===== config.mk =====
export PLATFORM = sky130hd
export DESIGN_NAME = pwm_dbuf_timer
export DESIGN_NICKNAME = d
export VERILOG_FILES = /design/src/rtl/pwm_tmr_pkg.sv /design/src/rtl/pwm_tmr_regs.sv /design/src/rtl/pwm_tmr_shadow.sv /design/src/rtl/pwm_tmr_core.sv /design/src/rtl/pwm_dbuf_timer.sv
export SDC_FILE = /design/constraint.sdc
export NUM_CORES = 1
export LEC_CHECK = 0
export BUFFER_PORTS_ARGS = -buffer_cell sky130_fd_sc_hd__buf_4
export CELL_PAD_IN_SITES_DETAIL_PLACEMENT = 2
export CELL_PAD_IN_SITES_GLOBAL_PLACEMENT = 2
export CORE_AREA = 2 2 156 97
export CTS_CLUSTER_DIAMETER = 150
export DETAILED_ROUTE_END_ITERATION = 6
export DIE_AREA = 0 0 158 99
export PLACE_DENSITY = 0.86
export RECOVER_POWER = 100
export SETUP_SLACK_MARGIN = 0.1
export SLEW_MARGIN = 0
export SYNTH_ARGS = -nofsm -noshare
export SYNTH_HDL_FRONTEND = slang
export SYNTH_SLANG_ARGS = --single-unit

===== constraint.sdc =====
create_clock -name clk -period 2.97 [get_ports clk]
set_clock_uncertainty 0.15 [all_clocks]
set_input_delay 0.594 -clock clk [delete_from_list [all_inputs] [get_ports clk]]
set_output_delay 0.594 -clock clk [all_outputs]
set_load 0.05 [all_outputs]

===== src/rtl/pwm_tmr_pkg.sv =====
package pwm_tmr_pkg;

    localparam int ADDR_W = 3;

    localparam logic [ADDR_W-1:0] SEL_MODE = 3'd0;
    localparam logic [ADDR_W-1:0] SEL_CMPA = 3'd1;
    localparam logic [ADDR_W-1:0] SEL_CMPB = 3'd2;
    localparam logic [ADDR_W-1:0] SEL_LDA  = 3'd3;
    localparam logic [ADDR_W-1:0] SEL_LDB  = 3'd4;

    localparam int MB_RUN  = 0;
    localparam int MB_IRQ  = 1;
    localparam int MB_DBUF = 2;
    localparam int MODE_W  = 3;

    localparam int N_CMP = 2;
    localparam int CH_A  = 0;
    localparam int CH_B  = 1;

    typedef enum logic [1:0] {
        ST_OFF  = 2'd0,
        ST_HIGH = 2'd1,
        ST_LOW  = 2'd2
    } pwm_state_e;

endpackage


===== src/rtl/pwm_tmr_regs.sv =====
module pwm_tmr_regs
    import pwm_tmr_pkg::*;
#(
    parameter int W = 16
) (
    input  logic              clk,
    input  logic              rst_n,
    input  logic              wr_en,
    input  logic [ADDR_W-1:0] wr_addr,
    input  logic [W-1:0]      wr_data,
    output logic              run_en,
    output logic              irq_en,
    output logic              dbuf_en,
    output logic [W-1:0]      cmp_a_q,
    output logic [W-1:0]      cmp_b_q,
    output logic              ld_a_wr,
    output logic              ld_b_wr
);

    localparam logic [W-1:0] A_RST = W'(1);

    logic [MODE_W-1:0] mode_q;
    logic              a_ok;
    logic              b_ok;

    // range checks on incoming compare data
    assign a_ok = (wr_data != '0) && !(&wr_data);
    assign b_ok = (wr_data < cmp_a_q);

    always_ff @(posedge clk or negedge rst_n) begin
        if (!rst_n) begin
            mode_q  <= '0;
            cmp_a_q <= A_RST;
            cmp_b_q <= '0;
        end else if (wr_en) begin
            unique case (wr_addr)
                SEL_MODE: mode_q <= wr_data[MODE_W-1:0];
                SEL_CMPA: if (a_ok) cmp_a_q <= wr_data;
                SEL_CMPB: if (b_ok) cmp_b_q <= wr_data;
                default: ;
            endcase
        end
    end

    assign run_en  = mode_q[MB_RUN];
    assign irq_en  = mode_q[MB_IRQ];
    assign dbuf_en = mode_q[MB_DBUF];

    assign ld_a_wr = wr_en && (wr_addr == SEL_LDA);
    assign ld_b_wr = wr_en && (wr_addr == SEL_LDB);

endmodule


===== src/rtl/pwm_tmr_shadow.sv =====
module pwm_tmr_shadow #(
    parameter int W = 16
) (
    input  logic         clk,
    input  logic         rst_n,
    input  logic         dbuf_en,
    input  logic         load_wr,
    input  logic         load_hit,
    input  logic [W-1:0] cmp_q,
    output logic [W-1:0] cmp_eff
);

    logic [W-1:0] shadow_q;
    logic         take;

    // explicit strobe always loads; a match loads only in buffered mode
    assign take = load_wr || (load_hit && dbuf_en);

    always_ff @(posedge clk or negedge rst_n) begin
        if (!rst_n) begin
            shadow_q <= '0;
        end else if (take) begin
            shadow_q <= cmp_q;
        end
    end

    assign cmp_eff = dbuf_en ? shadow_q : cmp_q;

endmodule


===== src/rtl/pwm_tmr_core.sv =====
module pwm_tmr_core
    import pwm_tmr_pkg::*;
#(
    parameter int W = 16
) (
    input  logic         clk,
    input  logic         rst_n,
    input  logic         run_en,
    input  logic         irq_en,
    input  logic         tick_en,
    input  logic [W-1:0] cmp_a_eff,
    input  logic [W-1:0] cmp_b_eff,
    output logic [W-1:0] cnt_q,
    output pwm_state_e   state_q,
    output logic         hit_a,
    output logic         hit_b,
    output logic         pwm_out,
    output logic         irq
);

    pwm_state_e state_d;
    logic       running;

    assign running = run_en && (state_q != ST_OFF);
    assign hit_a   = running && tick_en && (cnt_q == cmp_a_eff);
    assign hit_b   = running && tick_en && (cnt_q == cmp_b_eff);

    // state register
    always_ff @(posedge clk or negedge rst_n) begin
        if (!rst_n) begin
            state_q <= ST_OFF;
        end else begin
            state_q <= state_d;
        end
    end

    // transitions: START, FALL, WRAP, STOP
    always_comb begin
        state_d = state_q;
        unique case (state_q)
            ST_OFF: begin
                if (run_en) state_d = ST_HIGH;
            end
            ST_HIGH: begin
                if (!run_en)    state_d = ST_OFF;
                else if (hit_a) state_d = ST_HIGH;
                else if (hit_b) state_d = ST_LOW;
            end
            ST_LOW: begin
                if (!run_en)    state_d = ST_OFF;
                else if (hit_a) state_d = ST_HIGH;
            end
            default: state_d = ST_OFF;
        endcase
    end

    // counter and interrupt pulse
    always_ff @(posedge clk or negedge rst_n) begin
        if (!rst_n) begin
            cnt_q <= '0;
            irq   <= 1'b0;
        end else begin
            irq <= hit_a && irq_en;
            if (!running) begin
                cnt_q <= '0;
            end else if (tick_en) begin
                cnt_q <= hit_a ? '0 : cnt_q + 1'b1;
            end
        end
    end

    // outputs
    always_comb begin
        pwm_out = (state_q == ST_HIGH);
    end

endmodule


===== src/rtl/pwm_dbuf_timer.sv =====
module pwm_dbuf_timer
    import pwm_tmr_pkg::*;
#(
    parameter int CNT_W = 16
) (
    input  logic              clk,
    input  logic              rst_n,
    input  logic              tick_en,
    input  logic              wr_en,
    input  logic [ADDR_W-1:0] wr_addr,
    input  logic [CNT_W-1:0]  wr_data,
    output logic              pwm_out,
    output logic              irq
);

    logic             run_en;
    logic             irq_en;
    logic             dbuf_en;
    logic [CNT_W-1:0] cmp_a_q;
    logic [CNT_W-1:0] cmp_b_q;
    logic             ld_a_wr;
    logic             ld_b_wr;
    logic [CNT_W-1:0] cmp_a_eff;
    logic [CNT_W-1:0] cmp_b_eff;
    logic [CNT_W-1:0] cnt_q;
    pwm_state_e       state_q;
    logic             hit_a;
    logic             hit_b;

    logic [CNT_W-1:0] ch_cmp [N_CMP];
    logic [CNT_W-1:0] ch_eff [N_CMP];
    logic             ch_ldw [N_CMP];
    logic             ch_hit [N_CMP];

    pwm_tmr_regs #(.W(CNT_W)) u_regs (
        .clk     (clk),
        .rst_n   (rst_n),
        .wr_en   (wr_en),
        .wr_addr (wr_addr),
        .wr_data (wr_data),
        .run_en  (run_en),
        .irq_en  (irq_en),
        .dbuf_en (dbuf_en),
        .cmp_a_q (cmp_a_q),
        .cmp_b_q (cmp_b_q),
        .ld_a_wr (ld_a_wr),
        .ld_b_wr (ld_b_wr)
    );

    assign ch_cmp[CH_A] = cmp_a_q;
    assign ch_cmp[CH_B] = cmp_b_q;
    assign ch_ldw[CH_A] = ld_a_wr;
    assign ch_ldw[CH_B] = ld_b_wr;
    assign ch_hit[CH_A] = hit_a;
    assign ch_hit[CH_B] = hit_b;

    for (genvar c = 0; c < N_CMP; c++) begin : g_shd
        pwm_tmr_shadow #(.W(CNT_W)) u_shd (
            .clk      (clk),
            .rst_n    (rst_n),
            .dbuf_en  (dbuf_en),
            .load_wr  (ch_ldw[c]),
            .load_hit (ch_hit[c]),
            .cmp_q    (ch_cmp[c]),
            .cmp_eff  (ch_eff[c])
        );
    end

    assign cmp_a_eff = ch_eff[CH_A];
    assign cmp_b_eff = ch_eff[CH_B];

    pwm_tmr_core #(.W(CNT_W)) u_core (
        .clk       (clk),
        .rst_n     (rst_n),
        .run_en    (run_en),
        .irq_en    (irq_en),
        .tick_en   (tick_en),
        .cmp_a_eff (cmp_a_eff),
        .cmp_b_eff (cmp_b_eff),
        .cnt_q     (cnt_q),
        .state_q   (state_q),
        .hit_a     (hit_a),
        .hit_b     (hit_b),
        .pwm_out   (pwm_out),
        .irq       (irq)
    );

endmodule


==> reports/results.md <==
| Quantity | Value | Unit |
|---|---|---|
| Status | complete, but fails checks | - |
| Violated checks | capacitance limit, slew limit | - |
| Period minus WS final | 2.90 | ns |
| Antenna diodes | 0 | - |
| List of most frequent post-synthesis cells | nand2_1, dfrtp_1, o21ai_0 | - |
| Worst slack, placed | 0.0577 | ns |
| Synth warnings | 0 | - |
| Crit start category | flip-flop | - |
| Placement row count | 34 | - |
| Wirelength, routed | 19.9 | mm |
| Fraction of the cycle the final worst path needs | 97.5 | % |
| Routed via count | 4887 | - |
| EDFF count, synth | 0 | - |
| Top Ports | 25 | - |
| Floorplan die area | 0.0156 | mm2 |
| Post-route total power | 4010 | uW |
| Crit path max fanout | 34 | - |
| Number of nets in the synthesized netlist | 648 | - |
| Most frequent cell after synthesis | nand2_1 | - |
| Required time at the endpoint of the critical path | 3.03 | ns |
| Clock tree from TritonCTS | built | - |
| Effective utilization at floorplan | 38.3 | % |
| Yosys top cell area share | 39.1 | % |
| Per-cell routed wire length | 24.2 | um |
| Share of layout cells above drive strength 1 | 13.4 | % |
| Wire length of the first global-routing pass | 31.3 | mm |
| Clk Tree Root Cell | clkbuf_16 | - |
| DRT antenna net count | 0 | - |
| Via count of the first global-routing pass | 5378 | - |
| DPL Wire Length | 14.2 | mm |
| Count of input and output buffers | 24 | - |
| Setup-violating endpoint count in the final report | 0 | - |
| Critical path class | flip-flop to flip-flop | - |
| Register bit count reported by yosys | 86 | - |
| Static Leakage | 0.00256 | uW |
| Number of standard cells after synthesis | 609 | - |
| Antenna violations before repair | 0 | - |
| Standard cell core area | 0.0142 | mm2 |
| Worst reg-to-reg setup slack | 0.07 | ns |
| Arrival time at the worst endpoint | 2.96 | ns |
| Hold Crit Start | wr_data[6] | - |
| Setup bufs post-CTS | 0 | - |
| Clock tree sinks | 86 | - |
| Terminating pin of the worst hold path | u_regs.cmp_a_q[6]$_DFFE_PN0P_ | - |
| Clock network latency to the later pin of the worst-skew pair | 0.35 | ns |
| Syn Area/Cell | 8.94 | um2 |
| Post-route DRC violation count | 0 | - |
| Worst min-delay path category | input pin to flip-flop | - |
| Sequential area share after synthesis | 39.5 | % |
| Fin. max-slew vios | 60 | - |
| Clock buffer count from CTS | 9 | - |
| Setup TNS Final | 0 | ns |
| Synth cell types | 48 | - |
| WHS Path Cells | 3 | - |
| Area growth, synth to finish | 13.1 | % |
| Worst IR Drop VDD | 0.000276 | V |
| Die height | 99 | um |
| Most area-consuming cells after synthesis | dfrtp_1, nand2_1, mux2i_1 | - |
| Largest net degree at the start of global routing | 60 | - |
| Critical R2R Launch | u_regs.mode_q[2]$_DFFE_PN0P_ | - |
| Worst Reg-to-Reg Cells | 8 | - |
| Overall fraction of global-route tracks in use | 26.3 | % |
| Worst setup slack after layout | 0.0728 | ns |
| Nets@finish | 660 | - |
| Width of the die | 158 | um |
| Maxcap violations | 1 | - |
| Leftover overflow at the end of global routing | 0 | - |
| Netlist Area Pre-Place | 0.00545 | mm2 |
| Category of the worst setup path capture point | flip-flop | - |
| Hold slack | 0.352 | ns |
| Final-report hold violation count | 0 | - |
| F_max | 345 | MHz |
| Avg Vias per Cell | 5.93 | - |
| Transition time at the pin with the least slew margin | 1.62 | ns |
| Final weighted congestion in routability-driven placement | 0.842 | - |
| Power per Cell Area | 650 | mW/mm2 |
| Relative slew slack | -7.87 | % |
| First-pass iteration count of the detailed router | 4 | - |
| Top flip-flop cell by instance count after synthesis | dfrtp_1 | - |
| Asr flop ratio synth | 100 | % |
| Number of levels in the clock H-tree | 3 | - |
| Reg-to-Reg End | g_shd[1].u_shd.shadow_q[2]$_DFFE_PN0P_ | - |
| Clock-pin slew reported for the worst setup and hold paths after clock tree synthesis | 0.07 | ns |
| Maximum buffer depth of the clock tree | 2 | - |
| Synth area leader | dfrtp_1 | - |
| First DRT Iteration DRCs | 305 | - |
[worst max path at each step]
stage / slack [ns] / end / startpoint / cells past startpoint
after floorplan: 0.37 / g_shd[0].u_shd.shadow_q[10]$_DFFE_PN0P_ / u_regs.mode_q[2]$_DFFE_PN0P_ / 10
after CTS: 0.18 / g_shd[0].u_shd.shadow_q[8]$_DFFE_PN0P_ / u_regs.mode_q[2]$_DFFE_PN0P_ / 7
final: 0.07 / g_shd[1].u_shd.shadow_q[2]$_DFFE_PN0P_ / u_regs.mode_q[2]$_DFFE_PN0P_ / 8
after detailed placement: 0.06 / g_shd[0].u_shd.shadow_q[8]$_DFFE_PN0P_ / u_regs.mode_q[2]$_DFFE_PN0P_ / 7
after global placement: 0.17 / g_shd[0].u_shd.shadow_q[12]$_DFFE_PN0P_ / u_regs.mode_q[2]$_DFFE_PN0P_ / 7
after global routing: -0.09 / g_shd[1].u_shd.shadow_q[3]$_DFFE_PN0P_ / u_regs.mode_q[2]$_DFFE_PN0P_ / 8
[critical path, stage by stage, from the launching register on]
cell	delay, ns
dfrtp_2	0.43
buf_12	0.21
buf_4	0.19
mux2i_1	0.22
xnor2_1	0.09
nor4_1	0.53
nand4_1	0.21
buf_4	0.30
o311ai_0	0.41
[through the flow]
step	instance area (um2)	std cells	util, %
after floorplan	5450	609	-
after global placement	5870	807	41.3
after detailed placement	5870	807	41.3
after CTS	6170	823	43.4
after global routing	6160	824	43.4
final	6160	824	43.4
[timing repair]
action                     CTS  global route
setup endpoints to repair   16            32
gates resized for setup      1             2
gates cloned                 0             1
hold buffers                 0             0
[final cells by class]
type / count / area [um2]
flip-flops and latches: 86 / 2150
inverters: 27 / 101
well taps: 198 / 248
multi-input cells: 449 / 3000
repair buffers: 48 / 365
fillers: 1589 / 8050
clock buffers: 13 / 250
clock inverters: 3 / 43.8
[power breakdown]
part	switching (uW)	internal [uW]	total (uW)
Sequential	306	1380	1690
Combinational	643	507	1150
Clock	489	677	1170
[kinds of logic (layout without fill, tap and decap cells)]
| group | after synthesis | in the layout | synth area share, % |
|---|---|---|---|
| AOI/OAI and AO/OA | 132 | 132 | 16.2 |
| xor gates and xnor gates | 38 | 38 | 6.11 |
| adders and majority gates | 16 | 16 | 3.68 |
| buffers and inverters | 74 | 91 | 5.81 |
| DFF | 86 | 86 | 39.5 |
| muxes | 54 | 54 | 11.0 |
| and+or+nand+nor | 209 | 209 | 17.7 |
[metal layers]
layer / vias up / wire length, um / part of all wire, % / track usage (%)
li1: 2212 / - / - / -
met1: 2570 / 9450 / 47 / 38.4
met2: 85 / 9280 / 47 / 42.0
met3: 20 / 967 / 4.9 / 3.74
met4: 0 / 216 / 1.1 / 4.99
met5: - / 0 / 0 / 0
[registers in the layout, summed over array words and instances (netlist names)]
| register | flops |
|---|---|
| g_shd.u_shd.shadow_q | 32 |
| u_core.cnt_q | 16 |
| u_regs.cmp_a_q | 16 |
| u_regs.cmp_b_q | 16 |
| u_regs.mode_q | 3 |
| u_core.state_q | 2 |
| u_core.irq | 1 |
[cell usage in the layout (no fill, tap or decap), types with 16 or more instances in the layout]
cell / synthesis / final
a31oi_1: 21 / 21
buf_4: 0 / 38
dfrtp_1: 85 / 84
ha_1: 16 / 16
inv_1: 26 / 26
mux2i_1: 36 / 36
nand2_1: 125 / 125
nand3_1: 31 / 31
o211ai_1: 32 / 32
o21ai_0: 45 / 45
o311ai_0: 16 / 16
xnor2_1: 33 / 33
Note: power is estimated with default switching activity, not from simulation.
